<file path="config.mk">
export PLATFORM = sky130hd
export DESIGN_NAME = pipe_stall_ctrl
export DESIGN_NICKNAME = d
export VERILOG_FILES = /design/src/rtl/pipe_stall_pkg.sv /design/src/rtl/pl_stage.sv /design/src/rtl/pl_scoreboard.sv /design/src/rtl/pl_cycle_ctr.sv /design/src/rtl/pipe_stall_ctrl.sv
export SDC_FILE = /design/constraint.sdc
export NUM_CORES = 1
export LEC_CHECK = 0
export BUFFER_PORTS_ARGS = -buffer_cell sky130_fd_sc_hd__buf_2
export CAP_MARGIN = 20
export CORE_MARGIN = 8
export CORE_UTILIZATION = 64
export CTS_BUF_LIST = sky130_fd_sc_hd__clkbuf_4 sky130_fd_sc_hd__clkbuf_8
export DETAILED_ROUTE_END_ITERATION = 6
export PLACE_DENSITY = 0.86
export SLEW_MARGIN = 15
export SYNTH_ARGS = -nofsm -noshare
export SYNTH_HDL_FRONTEND = slang
export SYNTH_SLANG_ARGS = --single-unit
</file>
<file path="constraint.sdc">
create_clock -name clk -period 5.9 [get_ports clk]
set_input_delay 0.59 -clock clk [delete_from_list [all_inputs] [get_ports clk]]
set_output_delay 0.59 -clock clk [all_outputs]
set_load 0.03 [all_outputs]
</file>
<file path="src/rtl/pipe_stall_pkg.sv">
// pipe_stall_pkg
// Shared stage indices for the in-order pipeline stall controller.
// Assumes stages are numbered in program-flow order, with writeback last.
package pipe_stall_pkg;
    localparam int NUM_ST = 4;
    localparam int ST_F   = 0;
    localparam int ST_D   = 1;
    localparam int ST_E   = 2;
    localparam int ST_W   = 3;
endpackage

</file>
<file path="src/rtl/pl_stage.sv">
// pl_stage
// One pipeline slot that holds a payload for a programmable number of cycles.
// When it takes a new payload it loads a countdown (0 counts as 1). The payload
// leaves once the countdown reaches 1 and the downstream permits it.
// Assumes take is raised only while accept is high.
module pl_stage #(
    parameter int PW    = 16,
    parameter int CNT_W = 4
) (
    input  logic             clk,
    input  logic             rst_n,
    input  logic             take,
    input  logic [PW-1:0]    pay_in,
    input  logic [CNT_W-1:0] cnt_in,
    input  logic             release_ok,
    output logic             valid,
    output logic [PW-1:0]    pay,
    output logic             done,
    output logic             leaving,
    output logic             accept
);
    localparam logic [CNT_W-1:0] ONE = CNT_W'(1);

    logic [CNT_W-1:0] cnt;

    // Handshake with neighbours: finished, may leave, and slot available.
    assign done    = valid && (cnt == ONE);
    assign leaving = done && release_ok;
    assign accept  = !valid || leaving;

    // Occupancy and countdown register for this slot.
    always_ff @(posedge clk) begin
        if (!rst_n) begin
            valid <= 1'b0;
            cnt   <= '0;
            pay   <= '0;
        end else if (accept) begin
            valid <= take;
            if (take) begin
                pay <= pay_in;
                cnt <= (cnt_in == '0) ? ONE : cnt_in;
            end else begin
                cnt <= '0;
            end
        end else if (cnt > ONE) begin
            cnt <= cnt - ONE;
        end
    end


    cnt_step_chk: assert property (@(posedge clk) disable iff (!rst_n)
        (valid && cnt > ONE) |=> (valid && cnt == $past(cnt) - ONE));


    hold_chk: assert property (@(posedge clk) disable iff (!rst_n)
        (valid && !leaving) |=> (valid && $stable(pay)));


    take_ok_chk: assert property (@(posedge clk) disable iff (!rst_n)
        take |-> accept);
endmodule

</file>
<file path="src/rtl/pl_scoreboard.sv">
// pl_scoreboard
// Busy bit per register tag for loads that are in execute.
// The bit is set when a load enters execute and cleared when it leaves.
// Set wins when both happen to the same tag on the same edge.
// Assumes tags are TAG_W wide, so there are 2**TAG_W bits.
module pl_scoreboard #(
    parameter int TAG_W = 3
) (
    input  logic             clk,
    input  logic             rst_n,
    input  logic             set_en,
    input  logic [TAG_W-1:0] set_tag,
    input  logic             clr_en,
    input  logic [TAG_W-1:0] clr_tag,
    input  logic [TAG_W-1:0] chk_a,
    input  logic [TAG_W-1:0] chk_b,
    output logic             hazard
);
    localparam int NTAG = 1 << TAG_W;

    logic [NTAG-1:0] busy;

    for (genvar t = 0; t < NTAG; t++) begin : g_bit
        // Keep track of one tag's pending-load state.
        always_ff @(posedge clk) begin
            if (!rst_n) begin
                busy[t] <= 1'b0;
            end else if (set_en && set_tag == TAG_W'(t)) begin
                busy[t] <= 1'b1;
            end else if (clr_en && clr_tag == TAG_W'(t)) begin
                busy[t] <= 1'b0;
            end
        end
    end

    // Either source naming a pending load blocks the instruction.
    assign hazard = busy[chk_a] || busy[chk_b];


    busy_clr_chk: assert property (@(posedge clk) disable iff (!rst_n)
        (clr_en && !(set_en && set_tag == clr_tag)) |=> !busy[$past(clr_tag)]);


    busy_set_chk: assert property (@(posedge clk) disable iff (!rst_n)
        set_en |=> busy[$past(set_tag)]);
endmodule

</file>
<file path="src/rtl/pl_cycle_ctr.sv">
// pl_cycle_ctr
// Free-running cycle counter that is cleared by the synchronous reset.
// Assumes wrap-around at 2**W is acceptable.
module pl_cycle_ctr #(
    parameter int W = 32
) (
    input  logic         clk,
    input  logic         rst_n,
    output logic [W-1:0] count
);
    // Advance by one every edge outside reset.
    always_ff @(posedge clk) begin
        if (!rst_n) count <= '0;
        else        count <= count + W'(1);
    end


    cyc_inc_chk: assert property (@(posedge clk) disable iff (!rst_n)
        rst_n |=> count == $past(count) + W'(1));
endmodule

</file>
<file path="src/rtl/pipe_stall_ctrl.sv">
// pipe_stall_ctrl
// Four-stage in-order pipeline timing model: fetch, decode, execute, writeback.
// Decode and execute hold an instruction for the counts it carries. The other
// stages hold for one cycle. Each stage counts down on its own, so a decode hold
// and an older execute hold overlap. A stage that cannot move on holds the stages
// upstream, and the stages downstream receive bubbles. Decode also waits on the
// load scoreboard. Assumes the descriptor fields are stable while in_valid is high.
module pipe_stall_ctrl
    import pipe_stall_pkg::*;
#(
    parameter int TAG_W = 3,
    parameter int SEQ_W = 8,
    parameter int CNT_W = 4,
    parameter int CYC_W = 32
) (
    input  logic             clk,
    input  logic             rst_n,
    input  logic             in_valid,
    output logic             in_ready,
    input  logic [SEQ_W-1:0] in_seq,
    input  logic [CNT_W-1:0] in_dec_cyc,
    input  logic [CNT_W-1:0] in_exe_cyc,
    input  logic             in_is_load,
    input  logic [TAG_W-1:0] in_dst,
    input  logic [TAG_W-1:0] in_src_a,
    input  logic [TAG_W-1:0] in_src_b,
    output logic [3:0]       stage_full,
    output logic             retire_valid,
    output logic [SEQ_W-1:0] retire_seq,
    output logic [CYC_W-1:0] cycle_count
);
    // Payload layout, low to high: exe count, dec count, src b, src a, dst, load, seq.
    localparam int EXE_LO = 0;
    localparam int DEC_LO = EXE_LO + CNT_W;
    localparam int SB_LO  = DEC_LO + CNT_W;
    localparam int SA_LO  = SB_LO + TAG_W;
    localparam int DST_LO = SA_LO + TAG_W;
    localparam int LD_BIT = DST_LO + TAG_W;
    localparam int SEQ_LO = LD_BIT + 1;
    localparam int PW     = SEQ_LO + SEQ_W;

    logic [PW-1:0]     in_pay;
    logic [PW-1:0]     st_pay [NUM_ST];
    logic [NUM_ST-1:0] st_valid;
    logic [NUM_ST-1:0] st_done;
    logic [NUM_ST-1:0] st_leave;
    logic [NUM_ST-1:0] st_accept;
    logic [NUM_ST-1:0] st_rel;
    logic              hazard;

    // Pack the incoming descriptor into a single payload word.
    assign in_pay = {in_seq, in_is_load, in_dst, in_src_a, in_src_b, in_dec_cyc, in_exe_cyc};

    // Named fields of the decode and execute slots.
    logic             d_is_load, e_is_load;
    logic [TAG_W-1:0] d_dst, d_src_a, d_src_b, e_dst;
    logic [SEQ_W-1:0] d_seq, e_seq;

    assign d_is_load = st_pay[ST_D][LD_BIT];
    assign d_dst     = st_pay[ST_D][DST_LO +: TAG_W];
    assign d_src_a   = st_pay[ST_D][SA_LO +: TAG_W];
    assign d_src_b   = st_pay[ST_D][SB_LO +: TAG_W];
    assign d_seq     = st_pay[ST_D][SEQ_LO +: SEQ_W];
    assign e_is_load = st_pay[ST_E][LD_BIT];
    assign e_dst     = st_pay[ST_E][DST_LO +: TAG_W];
    assign e_seq     = st_pay[ST_E][SEQ_LO +: SEQ_W];

    for (genvar s = 0; s < NUM_ST; s++) begin : g_st
        logic             take_s;
        logic [PW-1:0]    pin_s;
        logic [CNT_W-1:0] cnt_s;

        // Upstream source of this slot: the input port or the previous stage.
        if (s == ST_F) begin : g_src_in
            assign take_s = in_valid && st_accept[s];
            assign pin_s  = in_pay;
        end else begin : g_src_prev
            assign take_s = st_leave[s-1];
            assign pin_s  = st_pay[s-1];
        end

        // Residence count: decode and execute use the descriptor, the rest use one.
        if (s == ST_D) begin : g_cnt_dec
            assign cnt_s = pin_s[DEC_LO +: CNT_W];
        end else if (s == ST_E) begin : g_cnt_exe
            assign cnt_s = pin_s[EXE_LO +: CNT_W];
        end else begin : g_cnt_one
            assign cnt_s = CNT_W'(1);
        end

        // Permission to leave: writeback always drains, decode also checks loads.
        if (s == NUM_ST - 1) begin : g_rel_last
            assign st_rel[s] = 1'b1;
        end else if (s == ST_D) begin : g_rel_dec
            assign st_rel[s] = st_accept[s+1] && !hazard;
        end else begin : g_rel_mid
            assign st_rel[s] = st_accept[s+1];
        end

        pl_stage #(
            .PW    (PW),
            .CNT_W (CNT_W)
        ) u_stage (
            .clk        (clk),
            .rst_n      (rst_n),
            .take       (take_s),
            .pay_in     (pin_s),
            .cnt_in     (cnt_s),
            .release_ok (st_rel[s]),
            .valid      (st_valid[s]),
            .pay        (st_pay[s]),
            .done       (st_done[s]),
            .leaving    (st_leave[s]),
            .accept     (st_accept[s])
        );
    end

    pl_scoreboard #(
        .TAG_W (TAG_W)
    ) u_board (
        .clk     (clk),
        .rst_n   (rst_n),
        .set_en  (st_leave[ST_D] && d_is_load),
        .set_tag (d_dst),
        .clr_en  (st_leave[ST_E] && e_is_load),
        .clr_tag (e_dst),
        .chk_a   (d_src_a),
        .chk_b   (d_src_b),
        .hazard  (hazard)
    );

    pl_cycle_ctr #(
        .W (CYC_W)
    ) u_cyc (
        .clk   (clk),
        .rst_n (rst_n),
        .count (cycle_count)
    );

    // Outputs: handshake, occupancy and retirement.
    assign in_ready     = st_accept[ST_F];
    assign stage_full   = st_valid;
    assign retire_valid = st_valid[ST_W];
    assign retire_seq   = st_pay[ST_W][SEQ_LO +: SEQ_W];


    rst_clr_chk: assert property (@(posedge clk)
        !rst_n |=> (stage_full == 4'b0000 && !retire_valid));


    bubble_chk: assert property (@(posedge clk) disable iff (!rst_n)
        (st_valid[ST_E] && !st_done[ST_E]) |=> !st_valid[ST_W]);


    dec_to_exe_chk: assert property (@(posedge clk) disable iff (!rst_n)
        st_leave[ST_D] |=> (st_valid[ST_E] && e_seq == $past(d_seq)));


    dep_wait_chk: assert property (@(posedge clk) disable iff (!rst_n)
        (st_leave[ST_D] && st_valid[ST_E] && e_is_load)
            |-> (e_dst != d_src_a && e_dst != d_src_b));
endmodule

</file>
==> out/qor.txt <==
First-pass GRT wire length = 20.7 mm
Synthesized area = 5660 um2
Setup tns final = 0 ns
Clk sink count = 128
Layout area overhead = 13.7%
Final slew viol count = 0
Nets = 727
Maximum clock rate = 318 MHz
Initial Util = 0.656
Via count = 4,743
Layout cells sized above 1 = 0.179
Synthesized netlist net count = 664
Hold Violations, Final = 0
CTS root buf = clkbuf_8
Die ar. = 12,100 um2
CTS tree = built
Leakage = 2.61 nW
Status = finished, final reports clean
Final ANT Viol Nets = 0
Switch share = 0.250
Combinational power share = 0.056
Yosys top cell area share = 0.452
Die Width = 110 um
Sequential share of the synthesized area = 0.452
Reg2reg start = g_st[3].u_stage.cnt[0]
Count of final setup violators = 0
Worst-path clk slew = 0.08 ns
WL per Instance = 15.4 um
DR vias/cell = 5.86
Sequential Power Share = 0.494
Yosys warnings = 0
Beginning of the worst hold path = in_seq[0]
Total Wirelength = 12.4 mm
CTS Buf Count = 17
Pwr/cell area = 280 nW/um2
Buffers on Ports = 74
Hold Buf Count CTS = 0
RSZ-0062 raised after global routing = false
Synth area leaders = dfxtp_1 45%, mux2i_1 12%, nand2_1 7.4%
Worst reg2reg path depth = 6
Post-synth top area cell = dfxtp_1
CP max FO = 6
Worst vdd ir = 0.242 mV
Hold WC Path Type = in -> reg
Syn_area_per_cell = 9.05 um2
Max Root-Sink Buffers = 2
Hold slack = 0.384 ns
Crit Path Class = reg -> out
Overall routing resource usage = 0.211
Final setup margin = 2.76 ns
Gpl congestion = 0.938
Int Pwr = 1.35 mW
Startpoint type of the worst setup path = flop
Final min period = 3.14 ns
Most frequently used flop master after synthesis = dfxtp_1
GRT Residual Overflow = 0
DIE HEIGHT = 110 um
Iter 0 DRT Violations = 340
Net Sw Power = 0.451 mW
CTS H-tree depth = 4
Vias in the first global route = 4,619
Critical path data arrival time = 2.55 ns
Site Rows = 34
CP required = 5.31 ns
Slew margin rel. = 0.279
Post-synth ARST share = 0
Reg2Reg Capture Point = u_board.busy[3]
Antenna violations before repair = 0
Post-synthesis cell type count = 59
Flops & latches, synth = 128
Mapped Cells = 626
DRC = 0
Max-Cap Viols = 0
Largest net degree at the start of global routing = 114
Post-CTS setup buffer count = 0
Clk pwr share = 0.449
Boundary Pins = 75
Clock skew = 0.0135 ns
Hpwl dp = 8.55 mm
Core ar. = 8640 um2
R2R Setup Slk = 3.14 ns
Final worst-path cycle share = 0.533
Worst skew pair latency = 0.44 ns
Slew @ Worst Pin = 1.08 ns
Hold Crit Endpoint = g_st[0].u_stage.pay[18]
Crit end category = output port
Antenna Cells = 0
Post_cts resized = 0
Drt first pass iters = 5
Hold Path Depth = 3
Post-Place Worst Slack = 2.98 ns
Post-synth EDFFs = 0
[cells by family (layout without fill, tap and decap cells)]
family | count (synthesis) | count (layout) | share of synthesized area
compound gates | 92 | 92 | 0.104
fa+ha+maj | 9 | 9 | 0.0199
simple gates | 253 | 253 | 0.214
mux | 70 | 70 | 0.126
flops | 128 | 128 | 0.452
xor+xnor | 25 | 25 | 0.0387
buf+inv | 49 | 125 | 0.0449
[worst max-delay path: stages (launching register included)]
cell       delay (ns)
dfxtp_1          0.40
ha_1             0.17
or3b_4           0.41
o2bb2ai_2        0.19
or4_1            0.45
o21bai_1         0.25
buf_2            0.26
[layer usage]
metal  part of all wire  GRT usage  vias to the layer above
met1               0.43      0.246                     2239
met5                  0          0                        -
met3              0.070     0.0616                       18
met4              0.014     0.0829                        0
li1                   -          -                     2311
met2               0.48      0.357                      175
[how the worst max path moves through the flow]
stage                                start         endpoint  slack [ns]  cells after the start
floorplan           g_st[3].u_stage.cnt[0]         in_ready        3.29                      5
global placement    g_st[2].u_stage.cnt[1]  u_board.busy[0]        3.18                      7
detailed placement  g_st[2].u_stage.cnt[1]  u_board.busy[4]        2.98                      7
CTS                 g_st[3].u_stage.cnt[0]         in_ready        2.74                      6
global route        g_st[3].u_stage.cnt[0]         in_ready        2.60                      6
finish              g_st[3].u_stage.cnt[0]         in_ready        2.76                      6
[cell usage in the layout, fill, tap and decap left out, drive strengths merged, types with 7 or more instances in the layout]
cell / count
clkbuf: 17
nor2: 41
ha: 9
nand4: 8
nand3: 37
nor3: 11
o211ai: 11
o21ai: 27
buf: 79
xor2: 16
o31ai: 7
mux2i: 67
xnor2: 9
inv: 22
nand2: 111
a21oi: 24
dfxtp: 128
and2: 7
[metrics by stage]
stage,cells,power [mW],util,instance area [um2]
3_5_place_dp,777,1.01,0.695,6000
3_3_place_gp,777,1.01,0.695,6000
6_report,810,1.80,0.745,6440
2_1_floorplan,626,0.990,-,5660
5_1_grt,810,1.86,0.745,6440
4_1_cts,809,1.81,0.745,6430
[sequential cells by signal, summed over array words and instances, names as in the netlist]
signal,cells
g_st.u_stage.cnt,16
g_st.u_stage.pay,68
g_st.u_stage.valid,4
u_board.busy,8
u_cyc.count,32
[layout make-up]
| type | count | area [um2] |
|---|---|---|
| clock buffers | 17 | 234 |
| multi-input cells | 449 | 2850 |
| well taps | 108 | 135 |
| flip-flops and latches | 128 | 2560 |
| inverters | 14 | 52.6 |
| fillers | 623 | 2200 |
| clock inverters | 15 | 196 |
| repair buffers | 79 | 410 |
[power by group through the flow]
stage                     Clock [mW]  Sequential (mW)  Combinational, mW
after floorplan                    0            0.913             0.0776
after global placement             0            0.911             0.0971
after detailed placement           0            0.912              0.101
after CTS                      0.821            0.892              0.102
after global routing           0.857            0.894              0.112
final                          0.810            0.892              0.102
[cells in the mapped netlist, drive strengths merged, types with 4 or more instances]
cell	n
nand4	8
o211ai	11
nor4	5
o21ai	27
xnor2	9
and2	7
nand2	111
inv	14
buf	14
o21bai	5
or3	6
nor2	41
mux2i	67
xor2	16
nand3	37
nand2b	5
and3	4
clkbuf	21
ha	9
a21oi	24
o31ai	7
nor3	11
and4	4
dfxtp	128
No activity file was read; power rests on OpenSTA's default activity.
